## src/rtl/zqcal_pkg.sv

```systemverilog
package zqcal_pkg;
   typedef enum logic [1:0] {
      ZS_IDLE  = 2'd0,
      ZS_DRAIN = 2'd1,
      ZS_ISSUE = 2'd2
   } zq_state_t;
endpackage

```

## src/rtl/zqcal_timer.sv

```systemverilog
module zqcal_timer #(
   parameter int INTERVAL = 0
) (
   input  logic clk,
   input  logic rst_n,
   input  logic reload,
   output logic due
);
   generate
      if (INTERVAL < 0) begin : g_bad_interval
         $error("zqcal_timer: INTERVAL must not be negative");
      end
      if (INTERVAL == 0) begin : g_user_only
         assign due = 1'b0;
      end else begin : g_periodic
         localparam int TW = (INTERVAL > 1) ? $clog2(INTERVAL) : 1;
         localparam logic [TW-1:0] LAST = TW'(INTERVAL - 1);
         logic [TW-1:0] cnt_q;

         always_ff @(posedge clk or negedge rst_n) begin
            if (!rst_n) begin
               cnt_q <= '0;
            end else if (reload) begin
               cnt_q <= '0;
            end else if (cnt_q != LAST) begin
               cnt_q <= cnt_q + 1'b1;
            end
         end

         assign due = (cnt_q == LAST);

         // the counter never exceeds its last value
         p_cnt_in_range_r7: assert property (@(posedge clk) disable iff (!rst_n)
            cnt_q <= LAST);
      end
   endgenerate
endmodule

```

## src/rtl/zqcal_ctrl.sv

```systemverilog
module zqcal_ctrl
   import zqcal_pkg::*;
#(
   parameter int CNT_W = 4
) (
   input  logic             clk,
   input  logic             rst_n,
   input  logic             usr_req,
   input  logic             tick,
   input  logic [CNT_W-1:0] busy_cnt,
   input  logic             zq_ready,
   output logic             data_hold,
   output logic             zq_valid,
   output logic             usr_ack,
   output logic             fire
);
   generate
      if (CNT_W < 1) begin : g_bad_width
         $error("zqcal_ctrl: CNT_W must be at least 1");
      end
   endgenerate

   zq_state_t st_q;
   logic      from_user_q;
   logic      drained;

   assign drained = (busy_cnt == '0);

   always_ff @(posedge clk or negedge rst_n) begin
      if (!rst_n) begin
         st_q        <= ZS_IDLE;
         from_user_q <= 1'b0;
      end else begin
         unique case (st_q)
            ZS_IDLE: begin
               if (usr_req || tick) begin
                  st_q        <= ZS_DRAIN;
                  from_user_q <= usr_req;
               end
            end
            ZS_DRAIN: begin
               if (drained) st_q <= ZS_ISSUE;
            end
            ZS_ISSUE: begin
               if (zq_ready) begin
                  st_q        <= ZS_IDLE;
                  from_user_q <= 1'b0;
               end
            end
            default: st_q <= ZS_IDLE;
         endcase
      end
   end

   assign data_hold = (st_q != ZS_IDLE);
   assign zq_valid  = (st_q == ZS_ISSUE);
   assign fire      = zq_valid && zq_ready;
   assign usr_ack   = fire && from_user_q;

   // the command is never offered without data being held off
   p_hold_covers_valid_r2: assert property (@(posedge clk) disable iff (!rst_n)
      zq_valid |-> data_hold);
   // the command appears only after an empty drain
   p_valid_after_drain_r3: assert property (@(posedge clk) disable iff (!rst_n)
      $rose(zq_valid) |-> $past(busy_cnt == '0));
   // the command stays offered until accepted
   p_valid_sticky_r3: assert property (@(posedge clk) disable iff (!rst_n)
      (zq_valid && !zq_ready) |=> zq_valid);
   // the acknowledge is one cycle and only on a handshake
   p_ack_on_handshake_r4: assert property (@(posedge clk) disable iff (!rst_n)
      usr_ack |-> (zq_valid && zq_ready));
   p_ack_single_r4: assert property (@(posedge clk) disable iff (!rst_n)
      usr_ack |=> !usr_ack);
endmodule

```

## src/rtl/zqcal_sched.sv

```systemverilog
module zqcal_sched #(
   parameter int INTERVAL = 0,
   parameter int CNT_W    = 4
) (
   input  logic             clk,
   input  logic             rst_n,
   input  logic             usr_req,
   output logic             usr_ack,
   input  logic [CNT_W-1:0] busy_cnt,
   output logic             data_hold,
   output logic             zq_valid,
   input  logic             zq_ready
);
   logic tick;
   logic fire;

   zqcal_timer #(.INTERVAL(INTERVAL)) u_timer (
      .clk    (clk),
      .rst_n  (rst_n),
      .reload (fire),
      .due    (tick)
   );

   zqcal_ctrl #(.CNT_W(CNT_W)) u_ctrl (
      .clk       (clk),
      .rst_n     (rst_n),
      .usr_req   (usr_req),
      .tick      (tick),
      .busy_cnt  (busy_cnt),
      .zq_ready  (zq_ready),
      .data_hold (data_hold),
      .zq_valid  (zq_valid),
      .usr_ack   (usr_ack),
      .fire      (fire)
   );
endmodule

```

## config.mk

```make
export PLATFORM = sky130hd
export DESIGN_NAME = zqcal_sched
export DESIGN_NICKNAME = d
export VERILOG_FILES = /design/src/rtl/zqcal_pkg.sv /design/src/rtl/zqcal_timer.sv /design/src/rtl/zqcal_ctrl.sv /design/src/rtl/zqcal_sched.sv
export SDC_FILE = /design/constraint.sdc
export NUM_CORES = 1
export LEC_CHECK = 0
export BUFFER_PORTS_ARGS = -buffer_cell sky130_fd_sc_hd__buf_2
export CORE_AREA = 10 10 47 49
export CTS_CLUSTER_DIAMETER = 60
export CTS_CLUSTER_SIZE = 8
export DETAILED_ROUTE_END_ITERATION = 6
export DIE_AREA = 0 0 57 59
export PLACE_DENSITY = 0.35
export SLEW_MARGIN = 15
export SYNTH_ARGS = -nofsm -noshare
export SYNTH_HDL_FRONTEND = slang
export SYNTH_SLANG_ARGS = --single-unit
export TNS_END_PERCENT = 100
```

## constraint.sdc

```tcl
create_clock -name clk -period 1.25 [get_ports clk]
set_clock_uncertainty 0.2 [all_clocks]
set_input_delay 0.125 -clock clk [delete_from_list [all_inputs] [get_ports clk]]
set_output_delay 0.125 -clock clk [all_outputs]
set_load 0.01 [all_outputs]
```

======== Yosys cells after proc, flatten, opt, wreduce, memory -nomap -nowiden ========
Index checks and enable logic that the tools add are counted.
word-level totals
  word-level logic and storage cells ...... 22
  output and inout bits ................... 3
  flip-flop bits (word level) ............. 3
operators by class
  equality and inequality tests ........... 5
  multiplexer cells ....................... 7
  reduce and logical (&&, ||, !) cells .... 8
operators with widths
  cell                  number
  $mux W2               3
  $pmux W2 S3           1
  $reduce_and A3 Y1     2
  $logic_not A4 Y1      1
  $ne A2 B2 Y1 const B  2
  $reduce_bool A2 Y1    2
  $eq A2 B1 Y1 const B  1
  $eq A2 B2 Y1 const B  1
  $logic_and A1 B1 Y1   2
  $logic_not A2 Y1      1
  $mux W1               2
  $ne A2 B1 Y1 const B  1
  $pmux W1 S2           1

======== Depth between registers and ports, before layout ========
Gate-level depths: netlist of run 1.
  word-level depth ........................ 3
  depth in mapped cells ................... 3
  mapped depth without buffers ............ 3

======== By module ========
Synthesis of run 1 repeated with hierarchy kept, for this count alone.
second synthesis, totals
  cell total of the unflattened synthesis .. 21
  area total of the unflattened synthesis .. 200.2 µm²
by module, submodules not included
  module       cells each  sequential area each (µm²)  times used  area each (µm²)
  zqcal_ctrl   19          75.1                        1           188.9
  zqcal_timer  2           0.0                         1           11.3

======== Worst setup path before layout of run 1 ========
No wires, ideal clock.
  path type ............................... flip-flop to output port
  from .................................... reg u_ctrl.st_q[0]
  to ...................................... out usr_ack
  cell stages (with the launch flop) ...... 3
  path slack .............................. 75 ps
  arrival time ............................ 850 ps
  required time ........................... 925 ps
  cell sequence ........................... dfrtp_1 nor2b_2 and3_1
between the ends
  longest elaborated chain between the ends .. 3
ends and longest elaborated chain
  item                    RTL line           text
  start, declared         zqcal_ctrl.sv:23   zq_state_t st_q;
  start signal, assigned  zqcal_ctrl.sv:31   st_q <= ZS_IDLE;
  start signal, assigned  zqcal_ctrl.sv:37   st_q <= ZS_DRAIN;
  start signal, assigned  zqcal_ctrl.sv:42   if (drained) st_q <= ZS_ISSUE;
  $eq A2 B2 Y1            zqcal_ctrl.sv:56   assign zq_valid = (st_q == ZS_ISSUE);
  named net zq_valid      zqcal_sched.sv:11  output logic zq_valid,
  $logic_and A1 B1 Y1     zqcal_ctrl.sv:57   assign fire = zq_valid && zq_ready;
  $logic_and A1 B1 Y1     zqcal_ctrl.sv:58   assign usr_ack = fire && from_user_q;
  end, declared           zqcal_sched.sv:8   output logic usr_ack,
The timed path passes the listed nets, and every way through them passes these cells.

======== Final worst setup path of run 1 ========
  from .................................... reg u_ctrl.st_q[0]
  to ...................................... out usr_ack
between the ends
  longest elaborated chain between the ends .. 3
ends and longest elaborated chain
  item                 RTL line
  $eq A2 B2 Y1         zqcal_ctrl.sv:56
  $logic_and A1 B1 Y1  zqcal_ctrl.sv:57
  $logic_and A1 B1 Y1  zqcal_ctrl.sv:58
Every way passes these cells.

==> results of run 1 <==
==> worst max path at each step <==
stage                                          start       to  slack [ns]  depth (start not counted)
after floorplan           u_ctrl.st_q[0]$_DFFE_PN0P_  usr_ack        0.07                          2
after global placement    u_ctrl.st_q[0]$_DFFE_PN0P_  usr_ack        0.06                          3
after detailed placement  u_ctrl.st_q[0]$_DFFE_PN0P_  usr_ack        0.03                          3
after CTS                 u_ctrl.st_q[0]$_DFFE_PN0P_  usr_ack       -0.15                          3
after global routing      u_ctrl.st_q[0]$_DFFE_PN0P_  usr_ack       -0.20                          3
final                     u_ctrl.st_q[0]$_DFFE_PN0P_  usr_ack       -0.15                          3
==> cells in the mapped netlist <==
library cell / instances / area share [%]
or2_1: 1 / 3.7
nand2_1: 1 / 2.2
inv_1: 2 / 4.4
nor2b_2: 1 / 5.1
a21oi_1: 1 / 2.9
a211oi_1: 1 / 4.4
o21ai_0: 1 / 2.9
o21ai_1: 1 / 2.9
o2bb2ai_2: 1 / 8.8
nor2_1: 1 / 2.2
nor4_4: 1 / 12
and3_1: 1 / 3.7
dfrtp_1: 3 / 44
==> cell families (layout without fill, tap and decap cells) <==
kind of cell	count (synthesis)	in the layout	synth area share [%]
AOI/OAI and AO/OA	5	5	22.0
buffers and inverters	2	23	4.41
DFF	3	3	44.1
and+or+nand+nor	6	6	29.4
==> worst min-delay path, delay by kind of cell <==
kind,cells,cell delay (ns)
compound gates,1,0.05
buf+inv,1,0.11
simple gates,2,0.10
==> repair_timing <==
item                                   CTS  global route
endpoints found under the hold margin    6             0
setup endpoints to repair                3             4
pin swaps                                2             4
resized for setup                        3             5
setup buffers                            3             0
hold buffers                             4             0
==> sequential cells by signal (all words and copies together), names as in the netlist <==
register	flops
u_ctrl.st_q	2
u_ctrl.from_user_q	1
==> routing by layer <==
| layer | vias up | GRT usage [%] | part of all wire [%] |
|---|---|---|---|
| li1 | 98 | - | - |
| met1 | 90 | 3.69 | 41 |
| met2 | 11 | 5.58 | 41 |
| met3 | 0 | 4.94 | 18 |
| met4 | 0 | 4.03 | 0 |
| met5 | - | 0 | 0 |
==> layout make-up <==
class | instances | area share [%]
multi-input cells | 11 | 26.8
flip-flops and latches | 3 | 21.0
repair buffers | 17 | 37.5
well taps | 16 | 5.50
inverters | 2 | 2.06
clock buffers | 4 | 7.22
==> stage by stage <==
step / total power [mW] / cells
after floorplan: 0.126 / 16
after global placement: 0.151 / 43
after detailed placement: 0.152 / 43
after CTS: 0.350 / 54
after global routing: 0.374 / 53
final: 0.345 / 53
==> report_power, final <==
part           total [mW]  switching (mW)  internal (mW)
Sequential          0.110         0.00660          0.103
Combinational      0.0636          0.0254         0.0382
Clock               0.172          0.0519          0.120
==> key figures, run 1 <==
Critical path
  – CP Capture Type: primary output
  – Worst Path Required: 0.93 ns
  – Critical path startpoint category: register
  – Top cell family by delay on the critical path: flip-flops
  – Crit path cell chain: nor2b_4 > and3_4 > buf_6
  – CP bufs+invs: 1
  – Reg2Reg Setup Slack: 0.12 ns
  – Reg2reg end: u_ctrl.from_user_q$_DFFE_PN0P_
  – Launching point of the worst reg2reg path: u_ctrl.st_q[0]$_DFFE_PN0P_
  – CP Max Fanout: 4
  – Crit Path Category: register to primary output
  – Worst path slowest cell: dfrtp_2
  – R2R depth: 3
  – CP max stage delay: 0.43 ns
  – Critical path arrival: 1.07 ns

Route
  – Vias: 199
  – Post-route ant nets: 0
  – 1st-iter DRT viols: 0
  – 1st-pass router iterations: 1
  – Remaining DRCs: 0
  – Via density: 3.75
  – WL final: 579 um
  – WL/cell: 10.9 um

Finish
  – Layout Nets: 46
  – Multi-input gate area: 97.6 um2
  – Final instance area: 364 um2
  – Ratio of cells with drive above 1 in the final layout: 56.8%
  – Commonest non-fill, non-tap cell in the layout: buf_2
  – Fillcell total: 153
  – Most frequent cells in the layout: buf_2 (6), buf_4 (4), clkbuf_4 (3), dlygate4sd3_1 (3), buf_6 (3)
  – Register area: 76.3 um2
  – Area Overhead vs Synth: 114%
  – Ant. Diodes: 0
  – Final core utilization: 26.0%

Synthesis
  – Mapped Nets: 24
  – FF+latch count, synth: 3
  – Synth cell types: 13
  – Post-Synthesis Cells: 16
  – Netlist Area Pre-Place: 170 um2
  – Syn avg cell area: 10.6 um2
  – Register area share after synthesis: 44.1%
  – Yosys warns: 0

Timing
  – Fin crit period: 1.40 ns
  – Unrepaired setup endpoints after global routing: true
  – Period utilization: 112%
  – Hold Vio Cnt, Final: 1
  – Hold Slack: -0.0119 ns
  – Final setup margin: -0.150 ns
  – Worst-Margin Slew: 0.224 ns
  – Setup TNS: -0.335 ns
  – Fmax: 0.714 GHz
  – Pins Over Slew Limit: 0
  – Setup violators final: 3
  – Relative max-transition margin: 84.9%

Floorplan
  – Row count: 14
  – Die footprint: 0.00336 mm2
  – Die Wd: 57 um
  – Die H: 59 um
  – I/O pins: 11
  – Starting Density: 12.1%
  – Core area: 0.00140 mm2

CTS
  – Max Buffers Root-to-Sink: 2
  – H-tree levels: 1
  – Clock transition at path regs: 0.04 ns
  – Clock Tree Root: clkbuf_4
  – Later-pin clock latency in the skew report: 0.23 ns
  – Clock sink count: 3
  – CTS tree: built
  – Total CTS buffers: 3

Place
  – I/O Buffers: 10
  – Pre-CTS WS: 0.0322 ns
  – HPWL Detailed: 459 um
  – RD Place Congestion: 0.648
  – Placed Area: 248 um2

Global route
  – Initial antenna violation count: 0
  – Largest net degree at the start of global routing: 5
  – Number of global-route vias before repair: 259
  – Remaining global-route overflow: 0
  – First-pass GRT wire length: 1040 um
  – GRT Total Usage: 4.41%

Run status
  – Violated checks: hold timing, setup timing
  – Outcome: finished, violations left

Worst hold path
  – Worst Hold End: u_ctrl.st_q[1]$_DFFE_PN0P_
  – Hold crit path type: primary input to register
  – Hold path depth: 4
  – Hold_sp: busy_cnt[3]

Run
  – Max-cap violation count: 0

Pwr
  – Maximum vdd drop: 0.331 mV
  – LEAKAGE: 0.171 nW
  – Pwr/cell area: 948 mW/mm2
Power figures use the tool's default switching activity.
==> run 2: changes to the inputs <==
--- a/config.mk
+++ b/config.mk
@@ -6,12 +6,12 @@
 export NUM_CORES = 1
 export LEC_CHECK = 0
 export BUFFER_PORTS_ARGS = -buffer_cell sky130_fd_sc_hd__buf_2
-export CORE_AREA = 10 10 47 49
+export CORE_AREA = 2 2 39 41
 export CTS_CLUSTER_DIAMETER = 60
 export CTS_CLUSTER_SIZE = 8
 export DETAILED_ROUTE_END_ITERATION = 6
-export DIE_AREA = 0 0 57 59
-export PLACE_DENSITY = 0.35
+export DIE_AREA = 0 0 41 43
+export PLACE_DENSITY_LB_ADDON = 0.1
 export SLEW_MARGIN = 15
 export SYNTH_ARGS = -nofsm -noshare
 export SYNTH_HDL_FRONTEND = slang
==> run 2 against run 1 <==
  * Via count is 1.0% lower
  * Hold slack better by 0.016 ns
  * Highest routed layer unchanged
  * Combinational power is 7.4% lower
  * Cell count stayed put
  * Routed wire length is 22% lower
  * Critical path depth stayed put
  * The run ends with setup timing left
  * Utilization is 1.0 points lower
==> key figures, run 2 (synthesis results as in run 1) <==
Timing
  – Worst-Margin Slew: 0.215 ns
  – Hold Vio Cnt, Final: 0
  – Period utilization: 110%
  – Fin crit period: 1.38 ns
  – Final setup margin: -0.131 ns
  – Fmax: 0.724 GHz
  – Setup violators final: 2
  – Pins Over Slew Limit: 0
  – Relative max-transition margin: 85.5%
  – Unrepaired setup endpoints after global routing: true

Pwr
  – LEAKAGE: 0.158 nW
  – Maximum vdd drop: 0.528 mV
  – Pwr/cell area: 992 mW/mm2

Critical path
  – CP max stage delay: 0.41 ns
  – CP bufs+invs: 1
  – CP Launch Point: u_ctrl.st_q[0]$_DFFE_PN0P_
  – Critical Path Stages: 3
  – Reg2Reg Setup Slack: 0.12 ns
  – Critical path startpoint category: register
  – Crit path cell chain: nor2b_4 > and3_4 > buf_6
  – R2R depth: 3
  – Critical Path End: usr_ack
  – Launching point of the worst reg2reg path: u_ctrl.st_q[0]$_DFFE_PN0P_
  – CP Capture Type: primary output
  – CP Max Fanout: 3
  – Reg2reg end: u_ctrl.from_user_q$_DFFE_PN0P_
  – Worst path slowest cell: dfrtp_1
  – Worst Path Required: 0.93 ns
  – Top cell family by delay on the critical path: flip-flops
  – Crit Path Category: register to primary output
  – Critical path arrival: 1.06 ns

Route
  – 1st-iter DRT viols: 4
  – WL/cell: 8.47 um
  – Vias: 197
  – Via density: 3.72
  – Post-route ant nets: 0
  – 1st-pass router iterations: 2
  – WL final: 449 um
  – Remaining DRCs: 0

Run status
  – Outcome: finished, violations left
  – Violated checks: setup timing

Floorplan
  – Die footprint: 0.00176 mm2
  – Die Wd: 41 um
  – Row count: 14
  – Core area: 0.00138 mm2
  – I/O pins: 11
  – Die H: 43 um
  – Starting Density: 12.3%

CTS
  – CTS tree: built
  – Later-pin clock latency in the skew report: 0.24 ns
  – Clock sink count: 3
  – Max Buffers Root-to-Sink: 2
  – Clock Tree Root: clkbuf_4
  – Clock transition at path regs: 0.04 ns
  – H-tree levels: 1
  – Total CTS buffers: 3

Place
  – I/O Buffers: 10
  – RD Place Congestion: 0.668
  – Pre-CTS WS: 0.0745 ns

Worst hold path
  – Hold crit path type: primary input to register
  – Hold_sp: busy_cnt[1]

Finish
  – Layout Nets: 46
  – Final core utilization: 25.0%
  – Most frequent cells in the layout: buf_2 (9), dlygate4sd3_1 (4), clkbuf_4 (3), buf_4 (3), dfrtp_1 (3)
  – Ant. Diodes: 0
  – Commonest non-fill, non-tap cell in the layout: buf_2
  – Top flop regs: u_ctrl.st_q x2, u_ctrl.from_user_q x1
  – Multi-input gate area: 97.6 um2
  – Area Overhead vs Synth: 103%
  – Register area: 75.1 um2
  – Largest Register: u_ctrl.st_q
  – Fillcell total: 161
  – Ratio of cells with drive above 1 in the final layout: 54.1%
  – Max reg flops: 2

Global route
  – First-pass GRT wire length: 793 um
  – Largest net degree at the start of global routing: 6
  – Initial antenna violation count: 0
  – Remaining global-route overflow: 0
  – Number of global-route vias before repair: 213
  – GRT Total Usage: 7.52%

Run
  – Max-cap violation count: 0
[run 2: cell types whose count changed in the layout (fill, tap and decap cells not counted), sizes merged]
cell,previous run,this run
dlymetal6s4s,1,0
dlygate4sd3,3,4
[run 2: repair_timing]
action,4_1_cts,5_1_grt
setup endpoints to repair,3,3
resized for setup,1,2
endpoints found under the hold margin,6,1
pin swaps,2,1
buffers inserted,1,0
hold buffers,3,1
[run 2: worst min path at each step]
stage	slack (ns)	endpoint	depth (start not counted)
3_5_place_dp	-0.28	u_ctrl.st_q[1]$_DFFE_PN0P_	1
3_3_place_gp	-0.28	u_ctrl.st_q[1]$_DFFE_PN0P_	1
2_1_floorplan	-0.37	u_ctrl.from_user_q$_DFFE_PN0P_	0
6_report	0.004	u_ctrl.st_q[1]$_DFFE_PN0P_	4
4_1_cts	0.0001	u_ctrl.st_q[1]$_DFFE_PN0P_	4
5_1_grt	0.0003	u_ctrl.st_q[1]$_DFFE_PN0P_	4
[run 2: final cells by class]
class	instances	share of cell area (%)
clock buffers	4	7.61
well taps	16	5.80
repair buffers	17	34.4
inverters	2	2.17
flip-flops and latches	3	21.7
multi-input cells	11	28.3
[run 2: power breakdown]
| part | internal, mW | total [mW] | switching [mW] |
|---|---|---|---|
| logic | 0.0340 | 0.0589 | 0.0249 |
| registers | 0.103 | 0.108 | 0.00563 |
| clock network | 0.120 | 0.176 | 0.0557 |
| total | 0.257 | 0.343 | 0.0862 |
[run 2: metal layers]
layer | wire (um) | global-route usage [%] | vias to the layer above | share of wire [%]
li1 | - | - | 97 | -
met1 | 167 | 6.41 | 89 | 37
met2 | 229 | 10.3 | 11 | 51
met3 | 51 | 6.81 | 0 | 11
met4 | 0 | 6.00 | 0 | 0
met5 | 0 | 0 | - | 0
[run 2: stage by stage]
stage	hold WS [ns]	instances	instance area (um2)	setup TNS (ns)	power, mW
4_1_cts	0.000119	52	324	-0.220	0.346
5_1_grt	0.000276	53	345	-0.373	0.367
3_3_place_gp	-0.278	44	255	0	0.156
6_report	0.00438	53	345	-0.217	0.343
2_1_floorplan	-0.371	16	170	0	0.126
3_5_place_dp	-0.277	44	255	0	0.157
[run 2: tightest hold or removal path, cell delays in order]
cell,delay (ns)
buf_2,0.10
nor4_4,0.04
nand2_1,0.07
o2bb2ai_2,0.06
